==> src/rtl/cos_arb_pkg.sv <==
package cos_arb_pkg;
  typedef enum logic [1:0] {
    GK_PLAIN  = 2'd0,
    GK_CLASS  = 2'd1,
    GK_OLDEST = 2'd2
  } gnt_kind_e;

  localparam int NCLS = 2;
endpackage

==> src/rtl/cos_classifier.sv <==
module cos_classifier #(
  parameter int CID_W  = 8,
  parameter int PRI_W  = 3,
  parameter int AGE_W  = 8,
  parameter int RULES  = 3,
  parameter int MASK_W = 4
) (
  input  logic                          valid,
  input  logic [CID_W-1:0]              cid,
  input  logic [PRI_W-1:0]              pri,
  input  logic [AGE_W-1:0]              age,
  input  logic [2*(2**PRI_W)-1:0]       pri_map,
  input  logic [2*RULES-1:0]            rule_en,
  input  logic [2*RULES*CID_W-1:0]      rule_val,
  input  logic [2*RULES*MASK_W-1:0]     rule_mask,
  input  logic [AGE_W-1:0]              thr0,
  input  logic [AGE_W-1:0]              thr1,
  output logic                          expired
);
  logic [1:0]       member;
  logic [AGE_W-1:0] eff_thr;

  function automatic logic id_hit(input logic [CID_W-1:0] a,
                                  input logic [CID_W-1:0] b,
                                  input logic [MASK_W-1:0] m);
    logic [CID_W-1:0] diff;
    diff = a ^ b;
    return (diff >> m) == '0;
  endfunction

  function automatic logic [AGE_W-1:0] min_thr(input logic [AGE_W-1:0] x,
                                               input logic [AGE_W-1:0] y);
    return (x < y) ? x : y;
  endfunction

  always_comb begin
    for (int c = 0; c < 2; c++) begin
      member[c] = pri_map[int'(pri) * 2 + c];
      for (int r = 0; r < RULES; r++) begin
        if (rule_en[c*RULES + r] &&
            id_hit(cid, rule_val[(c*RULES + r)*CID_W +: CID_W],
                   rule_mask[(c*RULES + r)*MASK_W +: MASK_W]))
          member[c] = 1'b1;
      end
    end
  end

  always_comb begin
    unique case (member)
      2'b01:   eff_thr = thr0;
      2'b10:   eff_thr = thr1;
      2'b11:   eff_thr = min_thr(thr0, thr1);
      default: eff_thr = '1;
    endcase
  end

  assign expired = valid && (member != 2'b00) && (age >= eff_thr);
endmodule

==> src/rtl/cos_pick.sv <==
module cos_pick #(
  parameter int N     = 8,
  parameter int PRI_W = 3,
  parameter int IDX_W = 3
) (
  input  logic [N-1:0]       cand,
  input  logic [N*PRI_W-1:0] pri_flat,
  output logic               any,
  output logic [IDX_W-1:0]   idx
);
  logic [PRI_W-1:0] best;

  always_comb begin
    any  = 1'b0;
    idx  = '0;
    best = '0;
    for (int i = N - 1; i >= 0; i--) begin
      if (cand[i] && (!any || pri_flat[i*PRI_W +: PRI_W] <= best)) begin
        any  = 1'b1;
        idx  = IDX_W'(i);
        best = pri_flat[i*PRI_W +: PRI_W];
      end
    end
  end
endmodule

==> src/rtl/cos_queue.sv <==
module cos_queue #(
  parameter int DEPTH = 8,
  parameter int TAG_W = 4,
  parameter int CID_W = 8,
  parameter int PRI_W = 3,
  parameter int AGE_W = 8,
  parameter int IDX_W = 3,
  parameter int CNT_W = 4
) (
  input  logic                     clk,
  input  logic                     rst_n,
  input  logic                     enq_fire,
  input  logic [TAG_W-1:0]         enq_tag,
  input  logic [CID_W-1:0]         enq_cid,
  input  logic [PRI_W-1:0]         enq_pri,
  input  logic                     gnt_fire,
  input  logic [IDX_W-1:0]         gnt_idx,
  output logic [DEPTH-1:0]         valid,
  output logic [DEPTH*TAG_W-1:0]   tag_flat,
  output logic [DEPTH*CID_W-1:0]   cid_flat,
  output logic [DEPTH*PRI_W-1:0]   pri_flat,
  output logic [DEPTH*AGE_W-1:0]   age_flat,
  output logic [CNT_W-1:0]         count
);
  logic [TAG_W-1:0] tag_q [DEPTH];
  logic [CID_W-1:0] cid_q [DEPTH];
  logic [PRI_W-1:0] pri_q [DEPTH];
  logic [AGE_W-1:0] age_q [DEPTH];
  logic [TAG_W-1:0] tag_n [DEPTH];
  logic [CID_W-1:0] cid_n [DEPTH];
  logic [PRI_W-1:0] pri_n [DEPTH];
  logic [AGE_W-1:0] age_n [DEPTH];
  logic [CNT_W-1:0] cnt_q, cnt_n;

  function automatic logic [AGE_W-1:0] age_step(input logic [AGE_W-1:0] a);
    return (a == '1) ? a : a + 1'b1;
  endfunction

  always_comb begin
    for (int i = 0; i < DEPTH; i++) begin
      int src;
      src = i + ((gnt_fire && i >= int'(gnt_idx)) ? 1 : 0);
      if (src < DEPTH) begin
        tag_n[i] = tag_q[src];
        cid_n[i] = cid_q[src];
        pri_n[i] = pri_q[src];
        age_n[i] = age_step(age_q[src]);
      end else begin
        tag_n[i] = '0;
        cid_n[i] = '0;
        pri_n[i] = '0;
        age_n[i] = '0;
      end
    end
    cnt_n = cnt_q - CNT_W'(gnt_fire);
    if (enq_fire) begin
      tag_n[IDX_W'(cnt_n)] = enq_tag;
      cid_n[IDX_W'(cnt_n)] = enq_cid;
      pri_n[IDX_W'(cnt_n)] = enq_pri;
      age_n[IDX_W'(cnt_n)] = '0;
      cnt_n = cnt_n + 1'b1;
    end
  end

  always_ff @(posedge clk or negedge rst_n) begin
    if (!rst_n) begin
      cnt_q <= '0;
      for (int i = 0; i < DEPTH; i++) begin
        tag_q[i] <= '0;
        cid_q[i] <= '0;
        pri_q[i] <= '0;
        age_q[i] <= '0;
      end
    end else begin
      cnt_q <= cnt_n;
      for (int i = 0; i < DEPTH; i++) begin
        tag_q[i] <= tag_n[i];
        cid_q[i] <= cid_n[i];
        pri_q[i] <= pri_n[i];
        age_q[i] <= age_n[i];
      end
    end
  end

  for (genvar g = 0; g < DEPTH; g++) begin : g_out
    assign valid[g]                    = CNT_W'(g) < cnt_q;
    assign tag_flat[g*TAG_W +: TAG_W]  = tag_q[g];
    assign cid_flat[g*CID_W +: CID_W]  = cid_q[g];
    assign pri_flat[g*PRI_W +: PRI_W]  = pri_q[g];
    assign age_flat[g*AGE_W +: AGE_W]  = age_q[g];
  end

  assign count = cnt_q;
endmodule

==> src/rtl/cos_cmd_arbiter.sv <==
module cos_cmd_arbiter
  import cos_arb_pkg::*;
#(
  parameter int DEPTH = 8,
  parameter int TAG_W = 4,
  parameter int CID_W = 8,
  parameter int PRI_W = 3,
  parameter int AGE_W = 8,
  parameter int RULES = 3
) (
  input  logic                           clk,
  input  logic                           rst_n,
  input  logic                           enq_valid,
  input  logic [TAG_W-1:0]               enq_tag,
  input  logic [CID_W-1:0]               enq_cid,
  input  logic [PRI_W-1:0]               enq_pri,
  output logic                           enq_ready,
  input  logic [AGE_W-1:0]               cfg_thr0,
  input  logic [AGE_W-1:0]               cfg_thr1,
  input  logic [AGE_W-1:0]               cfg_old_thr,
  input  logic [NCLS*(2**PRI_W)-1:0]     cfg_pri_map,
  input  logic [NCLS*RULES-1:0]          cfg_rule_en,
  input  logic [NCLS*RULES*CID_W-1:0]    cfg_rule_val,
  input  logic [NCLS*RULES*$clog2(CID_W+1)-1:0] cfg_rule_mask,
  input  logic                           gnt_ready,
  output logic                           gnt_valid,
  output logic [TAG_W-1:0]               gnt_tag,
  output logic [1:0]                     gnt_kind
);
  localparam int IDX_W  = $clog2(DEPTH);
  localparam int CNT_W  = $clog2(DEPTH + 1);
  localparam int MASK_W = $clog2(CID_W + 1);

  logic [DEPTH-1:0]       valid;
  logic [DEPTH*TAG_W-1:0] tag_flat;
  logic [DEPTH*CID_W-1:0] cid_flat;
  logic [DEPTH*PRI_W-1:0] pri_flat;
  logic [DEPTH*AGE_W-1:0] age_flat;
  logic [CNT_W-1:0]       count;
  logic [DEPTH-1:0]       expired;
  logic                   old_hit, exp_any, all_any;
  logic [IDX_W-1:0]       exp_idx, all_idx, gnt_idx;
  logic                   enq_fire, gnt_fire;
  gnt_kind_e              kind;

  assign enq_ready = count < CNT_W'(DEPTH);
  assign enq_fire  = enq_valid && enq_ready;
  assign gnt_valid = valid[0];
  assign gnt_fire  = gnt_valid && gnt_ready;

  cos_queue #(
    .DEPTH(DEPTH), .TAG_W(TAG_W), .CID_W(CID_W), .PRI_W(PRI_W),
    .AGE_W(AGE_W), .IDX_W(IDX_W), .CNT_W(CNT_W)
  ) u_queue (
    .clk(clk), .rst_n(rst_n),
    .enq_fire(enq_fire), .enq_tag(enq_tag), .enq_cid(enq_cid), .enq_pri(enq_pri),
    .gnt_fire(gnt_fire), .gnt_idx(gnt_idx),
    .valid(valid), .tag_flat(tag_flat), .cid_flat(cid_flat),
    .pri_flat(pri_flat), .age_flat(age_flat), .count(count)
  );

  for (genvar g = 0; g < DEPTH; g++) begin : g_cls
    cos_classifier #(
      .CID_W(CID_W), .PRI_W(PRI_W), .AGE_W(AGE_W), .RULES(RULES), .MASK_W(MASK_W)
    ) u_cls (
      .valid(valid[g]),
      .cid(cid_flat[g*CID_W +: CID_W]),
      .pri(pri_flat[g*PRI_W +: PRI_W]),
      .age(age_flat[g*AGE_W +: AGE_W]),
      .pri_map(cfg_pri_map), .rule_en(cfg_rule_en),
      .rule_val(cfg_rule_val), .rule_mask(cfg_rule_mask),
      .thr0(cfg_thr0), .thr1(cfg_thr1),
      .expired(expired[g])
    );
  end

  cos_pick #(.N(DEPTH), .PRI_W(PRI_W), .IDX_W(IDX_W)) u_pick_exp (
    .cand(expired), .pri_flat(pri_flat), .any(exp_any), .idx(exp_idx)
  );

  cos_pick #(.N(DEPTH), .PRI_W(PRI_W), .IDX_W(IDX_W)) u_pick_all (
    .cand(valid), .pri_flat(pri_flat), .any(all_any), .idx(all_idx)
  );

  assign old_hit = valid[0] && (age_flat[AGE_W-1:0] >= cfg_old_thr);

  always_comb begin
    if (old_hit) begin
      gnt_idx = '0;
      kind    = GK_OLDEST;
    end else if (exp_any) begin
      gnt_idx = exp_idx;
      kind    = GK_CLASS;
    end else if (all_any) begin
      gnt_idx = all_idx;
      kind    = GK_PLAIN;
    end else begin
      gnt_idx = '0;
      kind    = GK_PLAIN;
    end
  end

  assign gnt_kind = kind;
  assign gnt_tag  = tag_flat[gnt_idx*TAG_W +: TAG_W];
endmodule

==> config.mk <==
export PLATFORM = sky130hd
export DESIGN_NAME = cos_cmd_arbiter
export DESIGN_NICKNAME = d
export VERILOG_FILES = /design/src/rtl/cos_arb_pkg.sv /design/src/rtl/cos_classifier.sv /design/src/rtl/cos_pick.sv /design/src/rtl/cos_queue.sv /design/src/rtl/cos_cmd_arbiter.sv
export SDC_FILE = /design/constraint.sdc
export NUM_CORES = 1
export LEC_CHECK = 0
export CAP_MARGIN = 10
export CORE_MARGIN = 5
export CORE_UTILIZATION = 35
export DETAILED_ROUTE_END_ITERATION = 7
export PLACE_DENSITY = 0.52
export SLEW_MARGIN = 0
export SYNTH_ARGS = -nofsm -noshare
export SYNTH_HDL_FRONTEND = slang
export SYNTH_SLANG_ARGS = --single-unit
==> constraint.sdc <==
create_clock -name clk -period 24.3 [get_ports clk]
set_input_delay 3.645 -clock clk [delete_from_list [all_inputs] [get_ports clk]]
set_output_delay 3.645 -clock clk [all_outputs]
set_load 0.01 [all_outputs]
==> impl_metrics.json, run 1 <==
{
  "setup_slack_ps": 1150,
  "async_flop_share": 1.00,
  "n_fill_cell": 6715,
  "grt_pass1_vias": 21955,
  "ys_seq_elements": 188,
  "power.total_mw": 3.38,
  "antenna_found_initial": 4,
  "insertion_delay_ps": 490,
  "drtAntennaViolNets": 0,
  "rsz0062_at_grt": "no",
  "fin_crit_sh": 0.953,
  "cts_htree_levels": 4,
  "setup_tns_ps": 0,
  "viasPerCell": 6.01,
  "drive_above_1_share": 0.0797,
  "synth-seq-area-share": 0.202,
  "initialDrtViolationCount": 2052,
  "clk_pin_slew_ps": 90,
  "status": "completed",
  "grtUsageMet1": 0.367,
  "syn_area_um2": 23300,
  "ys_top_cells_by_area": "dfrtp_1 (20%), xnor2_1 (10%), mux2i_1 (8.1%), ha_1 (7.1%), xor2_1 (5.5%)",
  "ios": 145,
  "wl_per_cell_um": 28.5,
  "post_cts_buffers": 0,
  "post-route-min-period_ps": 23150,
  "clockBufferDepth": 2,
  "dp_hpwl_um": 77900,
  "grt.busiest_layer": "met2",
  "dieArea_um2": 71700,
  "gr-total-overflow": 0,
  "end_kind": "primary output",
  "cts_hold_buf": 0,
  "synthCells": 2914,
  "numPortBuffers": 144,
  "critPathRequiredTime_ps": 20650,
  "cpMostUsedCell": "a21oi_1",
  "synth_edf_count": 0,
  "ys.flop_type": "dfrtp_1",
  "slew_headroom": 0.214,
  "place.gp.congestion": 0.978,
  "cts_buffers": 17,
  "ys_warn_count": 0,
  "place_area_um2": 25000,
  "via_count": 22421,
  "netlist.area_leader.share": 0.202,
  "dp_slack_ps": 982,
  "areaGrowthSynthToFinish_pct": 10.1,
  "core_area_um2": 65900,
  "yosysMostFrequentCell": "nand2_1",
  "cts_tree": "yes",
  "max_cap_violations": 0,
  "finalMaxSlewViolations": 0,
  "drtPass1Iterations": 6,
  "initial_utilization": 0.353,
  "track_usage": 0.287,
  "critical_path_class": "input pin to primary output",
  "final_cell_area_um2": 25600,
  "grt_max_degree": 84,
  "placedCellCount": 3693,
  "routed_wirelength_um": 106000,
  "hold_path.class": "flop to flop",
  "synth_cell_type_count": 88,
  "critPathLaunchType": "input pin",
  "die_w_um": 268,
  "p_leak_nw": 10.3,
  "synth_area_per_cell_um2": 7.98,
  "drc": 0,
  "num_rows": 94,
  "nNetsFinal": 3117,
  "worst_path_max_delay_cell": "clkdlybuf4s50_1",
  "syn_nets": 3183,
  "power_density_nw_per_um2": 132,
  "die_h_um": 268,
  "tightest_slew_ps": 1170,
  "synth_commonest_cells": "nand2_1 (316), xnor2_1 (268), o21ai_0 (257), mux2i_1 (189), nor2_1 (189)",
  "irDropWorstVdd_v": 0.000123,
  "timing.fmax_mhz": 43.2,
  "skew_ps": 15.4,
  "cts_num_sinks": 188,
  "gr-usage-met3": 0.0432,
  "cp.arrival_ps": 19510,
  "max_stage_delay_ps": 730,
  "finalHoldViolations": 0,
  "root_buffer": "clkbuf_16",
  "cts.repair.resized": 0,
  "setup_viol": 0,
  "grt_util_met2": 0.470,
  "instances_no_fill": 3728,
  "grt_pass1_wl_um": 153000,
  "worstPathMaxFanout": 15,
  "yosysTopAreaCell": "dfrtp_1"
}
==> area by class of cell <==
cell class | instances | area [um2] | area share
inverter | 93 | 349 | 0.0136
tap | 864 | 1080 | 0.0422
clock buffer | 17 | 425 | 0.0166
multi-input combinational | 2360 | 17100 | 0.667
clock inverter | 15 | 180 | 0.00703
timing repair buffer | 188 | 1780 | 0.0693
antenna | 3 | 7.51 | 0.000293
sequential | 188 | 4700 | 0.184
==> power breakdown <==
group / leakage, nW / total [mW] / internal, mW / switching [mW]
clock network: 0.298 / 0.300 / 0.141 / 0.160
logic: 7.57 / 2.35 / 0.982 / 1.37
registers: 2.47 / 0.723 / 0.419 / 0.303
total: 10.3 / 3.38 / 1.54 / 1.83
==> metrics by stage <==
step                 util  hold slack, ps
floorplan               -             515
global placement    0.379             544
detailed placement  0.379             556
CTS                 0.389             571
global route        0.389             589
finish              0.389             564
==> per-layer routing <==
metal / vias to the layer above / share of wire
li1: 10207 / -
met1: 11014 / 0.41
met2: 944 / 0.46
met3: 254 / 0.068
met4: 2 / 0.059
met5: - / 0.00012
==> worst max-delay path: cells and delay by family <==
kind | cells | cell delay (ps)
compound gates | 45 | 7620
fa+ha+maj | 9 | 2540
mux | 6 | 2270
buf+inv | 6 | 1760
simple gates | 12 | 1640
==> cell families after synthesis <==
group / synth area share
xor gates and xnor gates: 0.156
AOI/OAI and AO/OA: 0.210
DFF: 0.202
and+or+nand+nor: 0.145
muxes: 0.148
adders and majority gates: 0.0710
buffers and inverters: 0.0668
==> worst paths after layout <==
check / cells after the start / start / end / slack, ps
worst max-delay path: 78 / cfg_thr1[1] / gnt_tag[2] / 1150
worst min-delay path: 2 / u_queue.tag_flat[31]$_DFF_PN0_ / u_queue.tag_flat[31]$_DFF_PN0_ / 560
worst max register to register: 73 / u_queue.pri_flat[21]$_DFF_PN0_ / u_queue.age_flat[1]$_DFF_PN0_ / 6790
worst min register to register: 2 / u_queue.tag_flat[31]$_DFF_PN0_ / u_queue.tag_flat[31]$_DFF_PN0_ / 560
max in group asynchronous: 2 / rst_n / u_queue.cid_flat[58]$_DFF_PN0_ / 19800
min in group asynchronous: 1 / rst_n / u_queue.age_flat[1]$_DFF_PN0_ / 3220
==> flip-flops by register name, indices dropped and copies added, names as in the netlist <==
name and count:
u_queue.age_flat 64, u_queue.pri_flat 24, u_queue.tag_flat 32, u_queue.cid_flat 64, u_queue.count 4
==> cells in the final DEF (no fill, tap or decap), drive strengths merged, types with 15 or more instances in the layout <==
| cell | count |
|---|---|
| dfrtp | 188 |
| nor2b | 21 |
| mux2i | 189 |
| o2111ai | 15 |
| buf | 44 |
| o221ai | 21 |
| mux2 | 69 |
| nor2 | 190 |
| nand2 | 316 |
| and2 | 23 |
| xnor2 | 268 |
| and3 | 19 |
| o22ai | 61 |
| a211oi | 51 |
| nand4 | 17 |
| clkbuf | 18 |
| ha | 132 |
| o21ai | 270 |
| xor2 | 147 |
| inv | 98 |
| nand3 | 57 |
| clkdlybuf4s50 | 143 |
| mux4 | 34 |
| o211ai | 32 |
| nand2b | 28 |
| a31oi | 22 |
| nor3 | 34 |
| a21oi | 160 |
| a21o | 43 |
(Power assumes the default switching activity.)
==> inputs of run 2 (changes only) <==
- CTS_CLUSTER_DIAMETER: unset -> 150
==> results of run 2 <==
The final DEF is identical to that of run 1; final timing and power are the same.
